===== src/rtl/spi_xfer_pkg.sv =====
`timescale 1ns/1ps
package spi_xfer_pkg;

  typedef enum logic {
    CHAR_SHORT = 1'b0,
    CHAR_FULL  = 1'b1
  } char_len_e;

  // Index of the final bit of a character, counted from zero.
  function automatic int unsigned last_bit_idx(input char_len_e len, input int unsigned dw);
    return (len == CHAR_FULL) ? dw - 1 : dw - 2;
  endfunction

endpackage


===== src/rtl/spi_phase_gen.sv =====
`timescale 1ns/1ps
module spi_phase_gen #(
  parameter int DIV = 4
) (
  input  logic clk,
  input  logic rst_n,
  input  logic run,
  output logic sclk,
  output logic sample,
  output logic bit_end
);
  localparam int HALF = DIV / 2;
  localparam int CW   = (DIV > 2) ? $clog2(DIV) : 1;

  logic [CW-1:0] cnt;

  always_ff @(posedge clk or negedge rst_n) begin
    if (!rst_n) begin
      cnt <= '0;
    end else if (!run) begin
      cnt <= '0;
    end else if (cnt == CW'(DIV - 1)) begin
      cnt <= '0;
    end else begin
      cnt <= cnt + 1'b1;
    end
  end

  // Low half first, high half second: data launches at the period start,
  // the edge into the high half is the mid-period capture point.
  assign sclk    = run && (cnt >= CW'(HALF));
  assign sample  = run && (cnt == CW'(HALF - 1));
  assign bit_end = run && (cnt == CW'(DIV - 1));

endmodule


===== src/rtl/spi_tx_hold.sv =====
`timescale 1ns/1ps
module spi_tx_hold #(
  parameter int DW = 8
) (
  input  logic          clk,
  input  logic          rst_n,
  input  logic          wr_valid,
  input  logic [DW-1:0] wr_data,
  output logic          wr_ready,
  input  logic          take,
  output logic          hold_full,
  output logic [DW-1:0] hold_data
);
  always_ff @(posedge clk or negedge rst_n) begin
    if (!rst_n) begin
      hold_full <= 1'b0;
      hold_data <= '0;
    end else if (wr_valid && !hold_full) begin
      hold_full <= 1'b1;
      hold_data <= wr_data;
    end else if (take) begin
      hold_full <= 1'b0;
    end
  end

  assign wr_ready = !hold_full;

endmodule


===== src/rtl/spi_shift_core.sv =====
`timescale 1ns/1ps
module spi_shift_core
  import spi_xfer_pkg::*;
#(
  parameter int DW = 8
) (
  input  logic          clk,
  input  logic          rst_n,
  input  logic          en,
  input  logic          len8,
  input  logic          hold_full,
  input  logic [DW-1:0] hold_data,
  input  logic          sample,
  input  logic          bit_end,
  input  logic          miso,
  output logic          take,
  output logic          active,
  output logic          mosi,
  output logic          done,
  output logic [DW-1:0] done_data
);
  localparam int BW = $clog2(DW + 1);

  char_len_e     len_sel;
  logic [DW-1:0] tx_sh;
  logic [DW-1:0] rx_sh;
  logic [BW-1:0] bcnt;
  logic [BW-1:0] last_idx;
  logic          is_last;
  logic          start;
  logic [DW-1:0] load_word;

  assign len_sel = char_len_e'(len8);
  assign is_last = (bcnt == last_idx);
  assign done    = active && en && bit_end && is_last;
  // Start from idle, or chain straight on from a finishing character.
  assign start   = en && hold_full && (!active || done);
  assign take    = start;

  // Align the character's top bit with the shift-out position.
  assign load_word = (len_sel == CHAR_FULL) ? hold_data : {hold_data[DW-2:0], 1'b0};

  always_ff @(posedge clk or negedge rst_n) begin
    if (!rst_n) begin
      active   <= 1'b0;
      tx_sh    <= '0;
      rx_sh    <= '0;
      bcnt     <= '0;
      last_idx <= '0;
    end else if (!en) begin
      active <= 1'b0;
    end else if (start) begin
      active   <= 1'b1;
      tx_sh    <= load_word;
      rx_sh    <= '0;
      bcnt     <= '0;
      last_idx <= BW'(last_bit_idx(len_sel, DW));
    end else if (done) begin
      active <= 1'b0;
    end else if (active) begin
      if (sample) begin
        rx_sh <= {rx_sh[DW-2:0], miso};
      end
      if (bit_end) begin
        bcnt  <= bcnt + 1'b1;
        tx_sh <= {tx_sh[DW-2:0], 1'b0};
      end
    end
  end

  assign mosi      = active && tx_sh[DW-1];
  assign done_data = rx_sh;

endmodule


===== src/rtl/spi_rx_hold.sv =====
`timescale 1ns/1ps
module spi_rx_hold #(
  parameter int DW = 8
) (
  input  logic          clk,
  input  logic          rst_n,
  input  logic          done,
  input  logic [DW-1:0] done_data,
  input  logic          rd_ready,
  input  logic          ovr_clr,
  output logic          rd_valid,
  output logic [DW-1:0] rd_data,
  output logic          overrun
);
  logic lost;

  assign lost = done && rd_valid && !rd_ready;

  always_ff @(posedge clk or negedge rst_n) begin
    if (!rst_n) begin
      rd_valid <= 1'b0;
      rd_data  <= '0;
    end else if (done) begin
      rd_valid <= 1'b1;
      rd_data  <= done_data;
    end else if (rd_valid && rd_ready) begin
      rd_valid <= 1'b0;
    end
  end

  always_ff @(posedge clk or negedge rst_n) begin
    if (!rst_n) begin
      overrun <= 1'b0;
    end else if (lost) begin
      overrun <= 1'b1;
    end else if (ovr_clr) begin
      overrun <= 1'b0;
    end
  end

endmodule


===== src/rtl/spi_xfer_master.sv =====
`timescale 1ns/1ps
module spi_xfer_master #(
  parameter int DW  = 8,
  parameter int DIV = 4
) (
  input  logic          clk,
  input  logic          rst_n,
  input  logic          master_en,
  input  logic          len8,
  input  logic          ovr_clr,
  input  logic          tx_valid,
  input  logic [DW-1:0] tx_data,
  output logic          tx_ready,
  output logic          rx_valid,
  output logic [DW-1:0] rx_data,
  input  logic          rx_ready,
  output logic          overrun,
  output logic          busy,
  output logic          sclk,
  output logic          mosi,
  input  logic          miso
);
  logic          hold_full;
  logic [DW-1:0] hold_data;
  logic          take;
  logic          core_active;
  logic          core_done;
  logic [DW-1:0] core_data;
  logic          sample;
  logic          bit_end;

  spi_tx_hold #(.DW(DW)) u_tx (
    .clk       (clk),
    .rst_n     (rst_n),
    .wr_valid  (tx_valid),
    .wr_data   (tx_data),
    .wr_ready  (tx_ready),
    .take      (take),
    .hold_full (hold_full),
    .hold_data (hold_data)
  );

  spi_phase_gen #(.DIV(DIV)) u_phase (
    .clk     (clk),
    .rst_n   (rst_n),
    .run     (core_active),
    .sclk    (sclk),
    .sample  (sample),
    .bit_end (bit_end)
  );

  spi_shift_core #(.DW(DW)) u_core (
    .clk       (clk),
    .rst_n     (rst_n),
    .en        (master_en),
    .len8      (len8),
    .hold_full (hold_full),
    .hold_data (hold_data),
    .sample    (sample),
    .bit_end   (bit_end),
    .miso      (miso),
    .take      (take),
    .active    (core_active),
    .mosi      (mosi),
    .done      (core_done),
    .done_data (core_data)
  );

  spi_rx_hold #(.DW(DW)) u_rx (
    .clk       (clk),
    .rst_n     (rst_n),
    .done      (core_done),
    .done_data (core_data),
    .rd_ready  (rx_ready),
    .ovr_clr   (ovr_clr),
    .rd_valid  (rx_valid),
    .rd_data   (rx_data),
    .overrun   (overrun)
  );

  assign busy = core_active;

endmodule


===== config.mk =====
export PLATFORM = sky130hd
export DESIGN_NAME = spi_xfer_master
export DESIGN_NICKNAME = d
export VERILOG_FILES = /design/src/rtl/spi_xfer_pkg.sv /design/src/rtl/spi_phase_gen.sv /design/src/rtl/spi_tx_hold.sv /design/src/rtl/spi_shift_core.sv /design/src/rtl/spi_rx_hold.sv /design/src/rtl/spi_xfer_master.sv
export SDC_FILE = /design/constraint.sdc
export NUM_CORES = 1
export LEC_CHECK = 0
export ABC_CLOCK_PERIOD_IN_PS = 3200
export BUFFER_PORTS_ARGS = -buffer_cell sky130_fd_sc_hd__buf_4
export CAP_MARGIN = 20
export CORE_ASPECT_RATIO = 1.4
export CORE_UTILIZATION = 60
export DETAILED_ROUTE_END_ITERATION = 8
export HOLD_SLACK_MARGIN = 0.15
export PLACE_DENSITY = 0.83
export RECOVER_POWER = 50
export SKIP_CTS_REPAIR_TIMING = 1
export SYNTH_ARGS = -nofsm -noshare
export SYNTH_HDL_FRONTEND = slang
export SYNTH_SLANG_ARGS = --single-unit

===== constraint.sdc =====
create_clock -name clk -period 3.2 [get_ports clk]
set_input_delay 0 -clock clk [delete_from_list [all_inputs] [get_ports clk]]
set_output_delay 0 -clock clk [all_outputs]
set_load 0.01 [all_outputs]

==> flow_summary_export.csv, run 1 <==
group,metric,value,unit
clock_tree,htreeDepth,2,
clock_tree,clock_path_buffers,2,
die,io_pins,30,
routing,wl_per_cell,14.3,microns
synthesis,synth.avg_cell_area,10.4,sq um
die,die_w,50.7,microns
setup_path,path_cells,"or3_4, a211oi_2, nand4_1, o22ai_1, dlygate4sd3_1",
synthesis,ys.warnings.count,0,
sta,worst_clock_skew,4.65,ps
synthesis,synth_top_area_share,55.2,%
die,num_rows,24,
power,switching_power,0.000423,W
cells_and_area,final-instance-count-excl-fill,277,
outcome,violations,"capacitance limit, slew limit",
synthesis,synth_seq_area_share,55.2,%
power,p_sw_share,28.7,%
power,power_density,595,nW/um^2
setup_path,critPathArrivalTime,2630,ps
synthesis,synth_most_common_cell,"nand2_1",
clock_tree,cts.sinks,44,
synthesis,yosysTopAreaCell,"dfrtp_1",
synthesis,ys_top_cells_by_area,"dfrtp_1 55%, nand2_1 11%, mux2_2 9.0%",
routing,drc,0,
synthesis,yosys.area_share.adder,2.51,%
global_routing,grt_max_degree,45,
sta,holdWs,475,ps
setup_path,cp_top_family,"simple AND/OR/NAND/NOR gates",
setup_path,worstSetupPathType,"reg -> reg",
placement,port_buffers,29,
outcome,outcome,"finished, violations left",
clock_tree,root_buffer,"clkbuf_8",
sta,rsz0062_at_grt,"false",
synthesis,synth.cell_area,2000,sq um
setup_path,endpoint_kind,"register",
global_routing,grt_overflow,0,
global_routing,track_usage,24.2,%
routing,drtAntennaViolNets,0,
setup_path,crit_path_top_delay_cell,"dlygate4sd3_1",
placement,place_inst,253,
sta,setup_viol,0,
power,power,0.00147,W
clock_tree,clock_latency,300,ps
placement,dp_hpwl,2620,microns
setup_path,cp-start-kind,"register",
sta,worst_pin_slew,2280,ps
clock_tree,cts_made_buffers,5,
sta,hold_viol_final,0,
synthesis,synth_top_family_by_area,"simple AND/OR/NAND/NOR gates",
clock_tree,cts_tree,"built",
sta,maxSlewHeadroom,-51.7,%
global_routing,grt_pass1_vias,1539,
synthesis,syn_inst,192,
power,p_leak,1.17,nW
sta,tns,0,ps
die,die_h,70.2,microns
cells_and_area,syn_to_final_growth,24.2,%
routing,wirelength,3960,microns
sta,max_freq,419,MHz
sta,period_share,74.5,%
routing,routed_via_density,5.52,
clock_tree,clk_pin_slew,90,ps
routing,drt_iter0_drc,41,
placement,dp_slack,1190,ps
setup_path,cp.buffers_inverters,1,
setup_path,critPathRequiredTime,3440,ps
synthesis,synth-edff-count,0,
global_routing,antenna_found_initial,0,
setup_path,cp_max_fo,10,
routing,drt-pass1-iter-count,4,
die,die_area,3560,sq um
synthesis,synth-simple-area-share,15.3,%
cells_and_area,antenna_cells,0,
routing,vias,1530,
sta,slew_violations,45,
synthesis,muxShareOfSynthArea,12.5,%
power,ir_drop,547,uV
synthesis,synthTopCellsByCount,"56 x nand2_1, 44 x dfrtp_1, 19 x o21ai_0",
power,p_int,0.00105,W
global_routing,grt_pass1_wl,6460,microns
synthesis,synth_compound_area_share,10.5,%
synthesis,synth_nets,212,
die,design.core.area,3150,sq um
sta,min_period,2390,ps
synthesis,synth_xor_area_share,0.439,%
setup_path,cp_slowest_stage_delay,570,ps
synthesis,ys_types,31,
synthesis,synth-main-ff-cell,"dfrtp_1",
synthesis,synth_seq_cells,44,
hold_path,hp-class,"in -> reg",
power,clock_power_share,29.5,%
sta,setup_slack,815,ps
cells_and_area,nets,257,
cells_and_area,drive_gt1_share,21.4,%
power,comb_power_share,19.8,%
flow_run,max_cap_viol_count,1,
placement,routabilityCongestion,0.787,
synthesis,synthArstFlopShare,100,%
die,initial_core_util,63.3,%
power,pwr-share-seq,50.7,%
[final cells by class]
class | instances | area [sq um]
inverter | 8 | 30.0
clock inverter | 3 | 46.3
tap | 39 | 48.8
multi-input combinational | 132 | 825
sequential | 44 | 1100
timing repair buffer | 46 | 359
clock buffer | 5 | 68.8
fill | 203 | 674
[kinds of logic (layout without fill, tap and decap cells)]
family	after synthesis	count (layout)
mux	23	23
fa+ha+maj	4	4
simple gates	73	73
flops	44	44
xor+xnor	1	1
compound gates	31	31
buf+inv	16	62
[path summary, 6_finish.rpt]
path / startpoint / end / slack [ps] / depth (start not counted)
setup / recovery: u_core.bcnt[1] / u_rx.overrun / 810 / 5
hold / removal: tx_data[2] / u_tx.hold_data[2] / 480 / 3
setup reg to reg: u_core.bcnt[1] / u_rx.overrun / 810 / 5
hold reg to reg: u_core.done_data[7] / u_rx.rd_data[7] / 480 / 2
max in group asynchronous: rst_n / u_core.done_data[1] / 980 / 2
min in group asynchronous: rst_n / u_core.active / 910 / 2
[power by group through the flow]
stage	clock (W)	combinational [W]	sequential, W
2_1_floorplan	0	0.000209	0.000733
3_3_place_gp	0	0.000257	0.000750
3_5_place_dp	0	0.000281	0.000755
4_1_cts	0.000442	0.000280	0.000747
5_1_grt	0.000459	0.000326	0.000761
6_report	0.000434	0.000292	0.000748
[sequential cells by signal, indices dropped and copies added, names as in the netlist]
name              flops
u_tx.hold_data        8
u_rx.rd_data          8
u_core.bcnt           4
u_rx.overrun          1
u_phase.cnt           2
u_core.active         1
u_tx.hold_full        1
u_core.done_data      8
u_rx.rd_valid         1
u_core.tx_sh          8
u_core.last_idx       2
[worst min-delay path, stage by stage]
cell           delay [ps]
dlygate4sd3_1         520
buf_4                  90
mux2_2                130
[layer usage]
layer / track usage (%) / vias up / part of all wire [%]
li1: - / 732 / -
met1: 26.6 / 756 / 40
met2: 43.4 / 36 / 56
met3: 5.66 / 6 / 3.1
met4: 9.57 / 0 / 0.94
met5: 0 / - / 0
[placed cells by master, fill, tap and decap left out, types with 2 or more instances in the layout]
cell type / Yosys / routed
nand2_1: 56 / 56
dfrtp_1: 44 / 44
buf_4: 2 / 23
o21ai_0: 19 / 19
mux2_2: 16 / 16
dlygate4sd3_1: 0 / 16
inv_1: 8 / 8
mux2i_1: 7 / 7
clkbuf_1: 3 / 7
nor2_1: 5 / 5
clkbuf_8: 0 / 5
ha_1: 4 / 4
nand3_1: 3 / 3
nand2b_1: 3 / 3
nand4_1: 2 / 2
o21a_1: 2 / 2
[through the flow]
stage	instance area (sq um)	util, %
2_1_floorplan	2000	-
3_3_place_gp	2230	70.7
3_5_place_dp	2230	70.7
4_1_cts	2340	74.4
5_1_grt	2480	78.6
6_report	2480	78.6
Note: power is estimated with default switching activity, not from simulation.
==> run 2, diff against run 1 <==
Settings changed: ABC_AREA set to 1, ABC_CLOCK_PERIOD_IN_PS 3200 to 2400, CORE_UTILIZATION 60 to 56, PLACE_DENSITY 0.83 to 0.78.
Clock period 3.2 ns to 2.4 ns, I/O delays scaled along.
==> run 2 against run 1 <==
The flow now finishes without violations. Register-to-register slack lost 230 ps. First-iteration DRC count is 20% lower. Worst hold slack lost 290 ps. Critical path depth rose by 8. Clock-buffer cell count increased by 1. Clock power grew 30%. Routed wire length rose by 2.8%. Non-clock buffer count fell by 3. Synthesized cell count increased by 24%. Combinational power grew to 2.5 times the previous value. Die area increased by 11%. Largest cell class unchanged.
==> flow_summary_export.csv, run 2 <==
group,metric,value,unit
synthesis,yosysTopAreaCell,"dfrtp_1",
synthesis,synthTopCellsByCount,"91 x nand2_1, 44 x dfrtp_1, 24 x inv_1",
flow_run,max_cap_viol_count,0,
die,die_area,3950,sq um
synthesis,synthArstFlopShare,100,%
clock_tree,clk_pin_slew,80,ps
setup_path,cp_max_fo,16,
global_routing,grt_max_degree,45,
routing,routed_via_density,5.08,
routing,vias,1640,
synthesis,synth-edff-count,0,
global_routing,grt_pass1_vias,1568,
synthesis,synth.avg_cell_area,8.71,sq um
clock_tree,clock_latency,300,ps
clock_tree,clock_path_buffers,2,
sta,setup_viol,0,
setup_path,cp-start-kind,"register",
synthesis,synth-main-ff-cell,"dfrtp_1",
sta,hold_viol_final,0,
routing,drc,0,
placement,dp_hpwl,2720,microns
sta,worst_clock_skew,5.26,ps
die,die_w,53.4,microns
clock_tree,htreeDepth,2,
cells_and_area,final_common_cell,"nand2_1",
sta,rsz0062_at_grt,"false",
placement,routabilityCongestion,0.809,
cells_and_area,layout_common_cells,"91 x nand2_1, 44 x dfrtp_1, 24 x inv_1",
synthesis,synth_seq_area_share,53.1,%
routing,drtAntennaViolNets,0,
sta,worst_pin_slew,1100,ps
clock_tree,cts_made_buffers,5,
routing,wl_met1,1700,microns
setup_path,reg2reg_slack,590,ps
synthesis,ys_types,22,
cells_and_area,final-instance-count-excl-fill,323,
die,initial_core_util,60.2,%
hold_path,hold_start,"len8",
routing,top_layer,"met4",
die,die_h,74.0,microns
power,p_leak,1.41,nW
synthesis,synth_most_common_cell,"nand2_1",
setup_path,worstReg2RegStart,"u_phase.cnt[0]",
routing,route.met3.wl,134,microns
global_routing,grt_overflow,0,
global_routing,antenna_found_initial,0,
sta,maxSlewHeadroom,27.0,%
setup_path,reg2reg_depth,13,
setup_path,endpoint_kind,"register",
clock_tree,root_buffer,"clkbuf_8",
cells_and_area,antenna_cells,0,
hold_path,min_to,"u_core.tx_sh[0]",
cells_and_area,nets,302,
setup_path,critPathRequiredTime,2640,ps
synthesis,synth_top_area_share,53.1,%
sta,slew_violations,0,
setup_path,r2r-end,"u_core.tx_sh[4]",
die,num_rows,25,
clock_tree,cts.sinks,44,
die,io_pins,30,
routing,drt-pass1-iter-count,4,
synthesis,ys_top_cells_by_area,"dfrtp_1 53%, nand2_1 16%, mux2_2 6.0%",
sta,max_freq,552,MHz
clock_tree,cts_tree,"built",
placement,place_inst,302,
hold_path,hold_depth,5,
global_routing,grt_pass1_wl,6550,microns
cells_and_area,drive_gt1_share,17.3,%
sta,holdWs,186,ps
routing,dr_wl_met2,2090,microns
synthesis,synth_nets,258,
synthesis,syn_inst,238,
synthesis,synth.cell_area,2070,sq um
setup_path,worstSetupPathType,"reg -> reg",
sta,period_share,75.5,%
routing,wirelength,4070,microns
power,ir_drop,780,uV
die,design.core.area,3440,sq um
hold_path,hp-class,"in -> reg",
synthesis,ys.warnings.count,0,
synthesis,synth_seq_cells,44,
routing,wl_per_cell,12.6,microns
placement,port_buffers,29,
cells_and_area,syn_to_final_growth,21.6,%
routing,drt_iter0_drc,33,
outcome,outcome,"complete, no violations",
sta,tns,0,ps
power,power_density,954,nW/um^2
global_routing,track_usage,23.0,%
setup_path,critPathArrivalTime,2050,ps
sta,min_period,1810,ps
==> run 2: cell types whose count changed after synthesis, sizes merged, moves of 4 or more <==
cell / before / now
nor2: 6 / 14
nand3: 3 / 8
nand4: 2 / 8
inv: 8 / 25
mux2: 16 / 11
mux2i: 7 / 0
a21oi: 1 / 5
nand2: 56 / 96
o21ai: 19 / 12
==> run 2: kinds of logic after synthesis <==
group           count (synthesis)  synth area share [%]
simple gates                  126                  26.0
mux                            11                  5.98
buf+inv                        31                  6.46
fa+ha+maj                       4                  2.42
flops                          44                  53.1
xor+xnor                        2                 0.846
compound gates                 20                  5.19
==> run 2: final cells by class <==
type	count	area (sq um)
Multi-Input combinational cell	163	837
Inverter	25	93.8
Fill cell	276	921
Timing Repair Buffer	43	330
Sequential cell	44	1100
Tap cell	40	50.0
Clock inverter	2	35.0
Clock buffer	6	72.6
==> run 2: how the worst max path moves through the flow <==
stage               slack (ps)  cells past startpoint         endpoint            from
floorplan                  880                      8  u_rx.rd_data[0]  u_phase.cnt[0]
global placement           660                     13  u_core.tx_sh[7]  u_phase.cnt[1]
detailed placement         600                     13  u_core.tx_sh[4]  u_phase.cnt[0]
CTS                        580                     13  u_core.tx_sh[4]  u_phase.cnt[0]
global route               370                     13  u_core.tx_sh[5]  u_phase.cnt[1]
finish                     590                     13  u_core.tx_sh[4]  u_phase.cnt[0]
==> run 2: stage by stage <==
stage	instance area (sq um)	total power (W)	util, %	setup WS (ps)
2_1_floorplan	2070	0.00164	-	881
3_3_place_gp	2310	0.00181	67.1	657
3_5_place_dp	2310	0.00184	67.1	596
4_1_cts	2410	0.00240	70.2	583
5_1_grt	2520	0.00259	73.2	374
6_report	2520	0.00240	73.2	587
==> run 2: report_power, final <==
part	internal (W)	leakage, nW	switching (W)
Sequential	0.000948	0.567	0.000151
Combinational	0.000290	0.792	0.000452
Clock	0.000309	0.0552	0.000254
Total	0.00155	1.41	0.000857
==> run 2: critical path, cell delays in order, from the launching register on <==
cell and delay [ps]:
dfrtp_1 420, ha_1 200, nand2_1 60, inv_1 50, nand2_1 60, nor2_1 30
nand2_1 90, buf_4 200, nand2_1 110, nand2_4 140, nand2_4 140, inv_2 150
nand2_1 70, nand2_1 50
==> run 2: routing by layer <==
| metal | GRT usage, % | up-vias |
|---|---|---|
| li1 | - | 836 |
| met2 | 38.6 | 40 |
| met3 | 4.29 | 14 |
| met1 | 26.8 | 750 |
| met5 | 0 | - |
| met4 | 13.5 | 0 |
